File: config.mk
export PLATFORM = sky130hd
export DESIGN_NAME = fault_status_reg
export DESIGN_NICKNAME = d
export VERILOG_FILES = /design/src/rtl/fsr_pkg.sv /design/src/rtl/fsr_sub_filter.sv /design/src/rtl/fsr_sticky_bank.sv /design/src/rtl/fsr_alarm.sv /design/src/rtl/fault_status_reg.sv
export SDC_FILE = /design/constraint.sdc
export NUM_CORES = 1
export LEC_CHECK = 0
export BUFFER_PORTS_ARGS = -buffer_cell sky130_fd_sc_hd__buf_2
export CORE_UTILIZATION = 35
export DETAILED_ROUTE_END_ITERATION = 6
export GPL_TIMING_DRIVEN = 0
export PLACE_DENSITY = 0.78
export SETUP_SLACK_MARGIN = 0.4
export SKIP_LAST_GASP = 1
export SYNTH_ARGS = -nofsm -noshare
export SYNTH_HDL_FRONTEND = slang
export SYNTH_SLANG_ARGS = --single-unit
File: constraint.sdc
create_clock -name clk -period 1.68 [get_ports clk]
set_input_delay 0.084 -clock clk [delete_from_list [all_inputs] [get_ports clk]]
set_output_delay 0.084 -clock clk [all_outputs]
set_load 0.005 [all_outputs]
File: src/rtl/fsr_pkg.sv
package fsr_pkg;
  localparam int REG_W       = 64;
  localparam int N_CLASS     = 19;
  localparam int STICKY_LSB  = 33;
  localparam int PRIV_POS    = STICKY_LSB + N_CLASS;
  localparam int MULTI_POS   = PRIV_POS + 1;
  localparam logic [N_CLASS-1:0] HW_CORR_MASK = 19'h0A0A9;
  localparam logic [N_CLASS-1:0] TRAP_MASK    = 19'h1FFFF;
  localparam logic [N_CLASS-1:0] PIN_MASK     = 19'h60000;
endpackage

File: src/rtl/fsr_sub_filter.sv
module fsr_sub_filter #(
  parameter int SUB_W = 2
) (
  input  logic             clk,
  input  logic             rst_n,
  input  logic             evt_fire_i,
  input  logic             evt_ecc_i,
  input  logic [SUB_W-1:0] sub_i,
  input  logic             txn_start_i,
  output logic             pass_o
);
  logic             have_q;
  logic [SUB_W-1:0] first_q;
  logic             have_eff;

  // A start strobe discards the previous transaction's record in the same cycle
  assign have_eff = have_q & ~txn_start_i;
  assign pass_o   = ~evt_ecc_i | ~have_eff | (sub_i == first_q);

  always_ff @(posedge clk or negedge rst_n) begin
    if (!rst_n) begin
      have_q  <= 1'b0;
      first_q <= '0;
    end else if (evt_fire_i && evt_ecc_i && !have_eff) begin
      have_q  <= 1'b1;
      first_q <= sub_i;
    end else if (txn_start_i) begin
      have_q  <= 1'b0;
    end
  end

  AST_FIRST_RECORDED: assert property (@(posedge clk) disable iff (!rst_n) (evt_fire_i && evt_ecc_i && !have_eff) |=> (have_q && first_q == $past(sub_i)));
endmodule

File: src/rtl/fsr_sticky_bank.sv
module fsr_sticky_bank #(
  parameter int                 N       = 19,
  parameter logic [N-1:0]       HW_MASK = '0
) (
  input  logic         clk,
  input  logic         rst_n,
  input  logic [N-1:0] set_i,
  input  logic [N-1:0] clr_i,
  output logic [N-1:0] q_o,
  output logic         repeat_o
);
  logic [N-1:0] rep_bits;

  for (genvar g = 0; g < N; g++) begin : g_bit
    always_ff @(posedge clk or negedge rst_n) begin
      if (!rst_n)          q_o[g] <= 1'b0;
      else if (set_i[g])   q_o[g] <= 1'b1;
      else if (clr_i[g])   q_o[g] <= 1'b0;
    end
    // repeat of a serious class whose bit survives this cycle
    assign rep_bits[g] = set_i[g] & q_o[g] & ~clr_i[g] & ~HW_MASK[g];

    AST_SET_WINS: assert property (@(posedge clk) disable iff (!rst_n) set_i[g] |=> q_o[g]);
    AST_W1C: assert property (@(posedge clk) disable iff (!rst_n) (clr_i[g] && !set_i[g]) |=> !q_o[g]);
    AST_STICKY_HOLD: assert property (@(posedge clk) disable iff (!rst_n) (!clr_i[g] && !set_i[g]) |=> (q_o[g] == $past(q_o[g])));
  end

  assign repeat_o = |rep_bits;
endmodule

File: src/rtl/fsr_alarm.sv
module fsr_alarm #(
  parameter int           N         = 19,
  parameter logic [N-1:0] PIN_MASK  = '0,
  parameter logic [N-1:0] TRAP_MASK = '0
) (
  input  logic [N-1:0] st_i,
  input  logic         int_en_i,
  output logic         err_pin_o,
  output logic         trap_o
);
  assign err_pin_o = |(st_i & PIN_MASK);
  assign trap_o    = int_en_i & |(st_i & TRAP_MASK);
endmodule

File: src/rtl/fault_status_reg.sv
module fault_status_reg
  import fsr_pkg::*;
#(
  parameter int                     NUM_CLASS = N_CLASS,
  parameter int                     SUB_W     = 2,
  parameter logic [NUM_CLASS-1:0]   HW_MASK   = HW_CORR_MASK,
  parameter logic [NUM_CLASS-1:0]   TRAPS     = TRAP_MASK,
  parameter logic [NUM_CLASS-1:0]   PINS      = PIN_MASK
) (
  input  logic                 clk,
  input  logic                 rst_n,
  input  logic                 evt_valid,
  output logic                 evt_ready,
  input  logic [NUM_CLASS-1:0] evt_class,
  input  logic                 evt_ecc,
  input  logic [SUB_W-1:0]     evt_sub,
  input  logic                 txn_start,
  input  logic                 evt_priv,
  input  logic                 sw_wr_en,
  input  logic [REG_W-1:0]     sw_wdata,
  output logic [REG_W-1:0]     rd_data,
  input  logic                 int_en,
  output logic                 err_pin,
  output logic                 trap_req
);
  localparam int ST_LO = STICKY_LSB;
  localparam int ST_HI = STICKY_LSB + NUM_CLASS - 1;
  localparam int PR_B  = ST_HI + 1;
  localparam int ME_B  = ST_HI + 2;

  logic                 fire, pass, logged, repeat_hit;
  logic [NUM_CLASS-1:0] set_vec, clr_vec, st_q;
  logic                 me_q, priv_q;
  logic                 unused_wdata;

  assign evt_ready = rst_n;
  assign fire      = evt_valid & evt_ready;
  assign logged    = fire & pass & (|evt_class);
  assign set_vec   = logged ? evt_class : '0;
  assign clr_vec   = sw_wr_en ? sw_wdata[ST_HI:ST_LO] : '0;
  assign unused_wdata = ^{sw_wdata[REG_W-1:ME_B+1], sw_wdata[ST_LO-1:0]};

  fsr_sub_filter #(.SUB_W(SUB_W)) u_filter (
    .clk(clk), .rst_n(rst_n), .evt_fire_i(fire), .evt_ecc_i(evt_ecc),
    .sub_i(evt_sub), .txn_start_i(txn_start), .pass_o(pass)
  );

  fsr_sticky_bank #(.N(NUM_CLASS), .HW_MASK(HW_MASK)) u_bank (
    .clk(clk), .rst_n(rst_n), .set_i(set_vec), .clr_i(clr_vec),
    .q_o(st_q), .repeat_o(repeat_hit)
  );

  fsr_alarm #(.N(NUM_CLASS), .PIN_MASK(PINS), .TRAP_MASK(TRAPS)) u_alarm (
    .st_i(st_q), .int_en_i(int_en), .err_pin_o(err_pin), .trap_o(trap_req)
  );

  always_ff @(posedge clk or negedge rst_n) begin
    if (!rst_n) begin
      me_q   <= 1'b0;
      priv_q <= 1'b0;
    end else begin
      if (repeat_hit)                  me_q <= 1'b1;
      else if (sw_wr_en && sw_wdata[ME_B]) me_q <= 1'b0;
      if (logged)                      priv_q <= evt_priv;
      else if (sw_wr_en && sw_wdata[PR_B]) priv_q <= 1'b0;
    end
  end

  always_comb begin
    rd_data              = '0;
    rd_data[ST_HI:ST_LO] = st_q;
    rd_data[PR_B]        = priv_q;
    rd_data[ME_B]        = me_q;
  end

  AST_ONEHOT_IN: assert property (@(posedge clk) disable iff (!rst_n) evt_valid |-> $onehot0(evt_class));
  AST_DROP_NO_LOG: assert property (@(posedge clk) disable iff (!rst_n) (fire && !pass && !sw_wr_en) |=> $stable(rd_data));
  AST_PLAIN_LOGGED: assert property (@(posedge clk) disable iff (!rst_n) (fire && !evt_ecc && (|evt_class)) |=> (|(st_q & $past(evt_class))));
  AST_ME_SOURCE: assert property (@(posedge clk) disable iff (!rst_n) $rose(me_q) |-> $past(fire && (|(evt_class & ~HW_MASK))));
  AST_PIN_FALL: assert property (@(posedge clk) disable iff (!rst_n) $fell(err_pin) |-> $past(sw_wr_en));
  AST_TRAP_GATE: assert property (@(posedge clk) disable iff (!rst_n) !int_en |-> !trap_req);
  AST_IDLE_NOEFFECT: assert property (@(posedge clk) disable iff (!rst_n) (!evt_valid && !sw_wr_en) |=> $stable(rd_data));
endmodule

# == Word-level counts from Yosys, hierarchy flattened ==
# Cells that the tools add are included.
# totals
reg_bits,24
latch_bits,0
mem_bits_rw,0
romBits,0
in_bits,93
out_inout_bits,67
memories,0
# classes
addsub,0
mul,0
n_div,0
magnitude_cmp,0
n_eq_ne,1
shift,0
mux,46
n_bitwise,49
n_reduce_logical,31
# ops
operator,count
$mux 1,44
$reduce_bool 2->1,22
$mux 19,2
$and 1x1->1,31
$reduce_or 19->1,1
$reduce_or 17->1,1
$not 1->1,16
$reduce_or 13->1,1
$logic_and 1x1->1,4
$eq 2x2->1,1
$or 1x1->1,2
$reduce_or 2->1,1
$logic_not 1->1,1

# == Logic depth before layout (Yosys ltp) ==
# logic_depth
word_depth,12
ltp_mapped,5

# == Cells and area by module ==
# From an unflattened synthesis, not the netlist that was laid out.
# hier_totals
cells_unflattened,191
hier_area_um2,1796.7
# by_module_without_submodules
mod,n_inst,cells_each,area_per_inst_um2,seq_area_each_um2
fsr_sticky_bank,1,70,803.3,475.5
fault_status_reg,1,102,782.0,50.0
fsr_sub_filter,1,12,165.2,75.1
fsr_alarm,1,7,46.3,0.0

# == Least setup slack after synthesis ==
# No wires, ideal clock.
# synth_timing
path_type,register to register
from,register u_filter.first_q[0]
to,register priv_q
setup_ns,0.125
arrival_time_ns,1.384
setup_slack_ns,0.171
stages_incl_launch_ff,5
synth_period_minus_slack_ns,1.509
path_cell_list,dfrtp_1 xor2_1 o211a_4 a211oi_4 mux2_2
# synth_via
elab_chain_len,5
word_cells_on_any_way,6
classes_between,eq/ne (1); mux (1); bitwise (3); reduce/logical (1)
# synth_rtl
item,line,text
from (decl),fsr_sub_filter.sv:13,logic [SUB_W-1:0] first_q;
from (signal assigned),fsr_sub_filter.sv:26,first_q <= sub_i;
$eq 2x2->1 *,fsr_sub_filter.sv:18,assign pass_o = ~evt_ecc_i | ~have_eff | (sub_i == first_q);
$or 1x1->1 *,fsr_sub_filter.sv:18,
$and 1x1->1 * (2 in a row),fault_status_reg.sv:38,assign logged = fire & pass & (|evt_class);
$mux 1 or $reduce_bool 2->1 (tied branches),n/a,
to (signal assigned),fault_status_reg.sv:64,if (logged) priv_q <= evt_priv;
to (decl),fault_status_reg.sv:33,"logic me_q, priv_q;"
# Every way passes the cells marked *; elsewhere a longest branch is shown, timed or not.
# A chain may end at the register's enable or synchronous reset.

# == Final worst setup path ==
# layout_timing
from,register u_bank.q_o[1]
to,output port trap_req
# layout_via
elab_chain_len,2
# layout_rtl
item,line,text
from (decl),fsr_sticky_bank.sv:9,"output logic [N-1:0] q_o,"
"from (signal, indexed assignment)",fsr_sticky_bank.sv:16,if (!rst_n) q_o[g] <= 1'b0;
"from (signal, indexed assignment)",fsr_sticky_bank.sv:17,else if (set_i[g]) q_o[g] <= 1'b1;
"from (signal, indexed assignment)",fsr_sticky_bank.sv:18,else if (clr_i[g]) q_o[g] <= 1'b0;
$reduce_or 17->1,fsr_alarm.sv:12,assign trap_o = int_en_i & |(st_i & TRAP_MASK);
$and 1x1->1,fsr_alarm.sv:12,
to (decl),fault_status_reg.sv:24,output logic trap_req
# Every way passes these cells.

==> impl_metrics.tcl <==
set metrics [dict create \
    synth-seq-cells 24 \
    status "finished, final reports clean" \
    grt_antenna_before_repair 0 \
    fp-row-count 23 \
    busiest_layer "met2" \
    postLayoutCoreUtil 0.568 \
    postRouteAntennaNets 0 \
    regArea_sq_um 601 \
    clock_skew_ns 0.0102 \
    fmax_mhz 616 \
    pin_count 160 \
    multi_input_area_sq_um 767 \
    final.setup.tns_ns 0 \
    p_leak_nw 1.33 \
    synth.avg_cell_area_sq_um 10.2 \
    slew_violations 0 \
    cts.sinks 24 \
    die_w_um 68.2 \
    drt-total-wl_um 4190 \
    diodes 0 \
    wire_per_inst_um 12.7 \
    clkSlewWorstSetupHoldPaths_ns 0.09 \
    reg2reg_slack_ns 0.21 \
    grt_pass1_vias 1314 \
    drv_cap 0 \
    layout-drive-gt1-share 0.541 \
    htreeDepth 1 \
    rsz0062_at_grt "yes" \
    start_util 0.373 \
    worstPathRequired_ns 1.60 \
    synth_cells 150 \
    drtIter0Drc 26 \
    grt_max_degree 28 \
    hold_path.class "input pin to register" \
    fin_hold_ws_ns 0.0543 \
    path_max_fanout 4 \
    drcViolationCount 0 \
    cts_buffers 3 \
    gp_congestion 0.767 \
    n_fill_cell 363 \
    final_cell_area_sq_um 2340 \
    cts_buffer_depth 2 \
    syn_to_final_growth_pct 52.4 \
    async_reset_ff_frac 1.00 \
    tritoncts "done" \
    core_area_sq_um 4120 \
    viasPerCell 4.38 \
    nets 373 \
    crit_path_end_kind "output port" \
    seq_area_frac_synth 0.392 \
    setup_violations 0 \
    die_area_sq_um 4650 \
    clk_latency_ns 0.27 \
    pre_cts_slack_ns 0.0575 \
    grt_pass1_wl_um 6040 \
    setup_ws_ns 0.0568 \
    yosysWarnings 0 \
    vias 1440 \
    ir_drop_mv 0.338 \
    dpl_cell_area_sq_um 2120 \
    port_buffers 73 \
    firstDrtPassIters 4 \
    fin_crit_sh 0.966 \
    synth_cell_types 30 \
    finalHoldViolCount 0 \
    syn_area_sq_um 1530 \
    critPathLaunchType "register" \
    path_class "register to output port" \
    grt_usage 0.177 \
    p_per_area_nw_per_um2 751 \
    cp_data_arrival_time_ns 1.54 \
    use_met1 0.236 \
    fin_crit_ns 1.62 \
    post-dp-hpwl_um 3270 \
    grtUsageMet2 0.287 \
    synth_flop_cell "dfrtp_1" \
    met3_usage 0.0417 \
    die_y_um 68.2 \
    synth-edff-count 0 \
    overflow 0 \
    cts-root-buf "clkbuf_8" \
]
-- cells in the final DEF (no fill, tap or decap), types with 4 or more instances in the layout --
cell,Yosys,final
conb_1,1,43
buf_4,46,48
buf_6,1,6
a21o_1,4,4
nand2_1,11,11
a21boi_0,11,11
dfrtp_1,24,24
nor4_1,7,5
a21o_2,5,5
buf_2,2,74
a32oi_1,4,4
a22o_1,9,9
-- where the power goes --
| group | internal [mW] | switching [mW] |
|---|---|---|
| Combinational | 0.308 | 0.219 |
| Sequential | 0.657 | 0.0690 |
| Clock | 0.318 | 0.184 |
-- cell type report --
| class | instances | area share |
|---|---|---|
| plain buffers | 49 | 0.157 |
| clock buffers | 3 | 0.0177 |
| clock inverters | 1 | 0.0128 |
| multi-input cells | 120 | 0.328 |
| flip-flops and latches | 24 | 0.257 |
| well taps | 50 | 0.0268 |
| repair buffers | 82 | 0.201 |
-- synth_stat cells, types with 2 or more instances --
| cell type | n | share of area |
|---|---|---|
| a32oi_1 | 4 | 0.023 |
| a22o_1 | 9 | 0.051 |
| xor2_1 | 2 | 0.011 |
| nand4_1 | 2 | 0.0082 |
| buf_2 | 2 | 0.0065 |
| nand3_1 | 2 | 0.0065 |
| nor2_1 | 2 | 0.0049 |
| a21o_2 | 5 | 0.029 |
| dfrtp_1 | 24 | 0.39 |
| nand2_1 | 11 | 0.027 |
| a21o_1 | 4 | 0.020 |
| buf_4 | 46 | 0.23 |
| a22oi_1 | 2 | 0.0098 |
| nor4_1 | 7 | 0.029 |
| mux2_2 | 3 | 0.022 |
| a21boi_0 | 11 | 0.054 |
-- sequential cells by signal (all words and copies together) (netlist names) --
register          count
me_q                  1
u_bank.q_o           19
u_filter.first_q      2
priv_q                1
u_filter.have_q       1
-- worst max-delay path: stages, from the launching register on --
cell	delay, ns
dfrtp_1	0.43
nor4_2	0.27
nand4_1	0.13
o41a_1	0.32
buf_2	0.14
-- path summary, 6_finish.rpt --
| check | start | end | depth (start not counted) |
|---|---|---|---|
| worst max-delay path | u_bank.q_o[1] | trap_req | 4 |
| worst min-delay path | evt_class[9] | u_bank.q_o[9] | 2 |
| worst max register to register | u_filter.first_q[0] | u_bank.q_o[18] | 6 |
| worst min register to register | u_filter.first_q[1] | u_filter.first_q[1] | 1 |
| max in group asynchronous | rst_n | u_bank.q_o[6] | 3 |
| min in group asynchronous | rst_n | u_bank.q_o[2] | 3 |
-- stage by stage --
stage | cells | power [mW]
5_1_grt | 329 | 1.86
3_3_place_gp | 315 | 1.20
2_1_floorplan | 192 | 1.01
4_1_cts | 327 | 1.76
3_5_place_dp | 315 | 1.21
6_report | 329 | 1.76
-- routing by layer --
metal | wire (um) | up-vias
met5 | 0 | -
met4 | 32 | 0
met3 | 260 | 4
met2 | 2030 | 60
met1 | 1870 | 658
li1 | - | 718
-- cell families after synthesis --
family	synth area share
compound gates	0.233
simple gates	0.100
other cells	0.00244
mux	0.0220
flops	0.392
xor+xnor	0.0114
buf+inv	0.239
-- what timing repair did --
item	4_1_cts	5_1_grt
pin swaps	10	1
gates cloned	2	0
gates resized for setup	12	1
buffers inserted	6	0
hold endpoints to repair	24	24
endpoints found under the setup margin	22	24
Note: power is estimated with default switching activity, not from simulation.
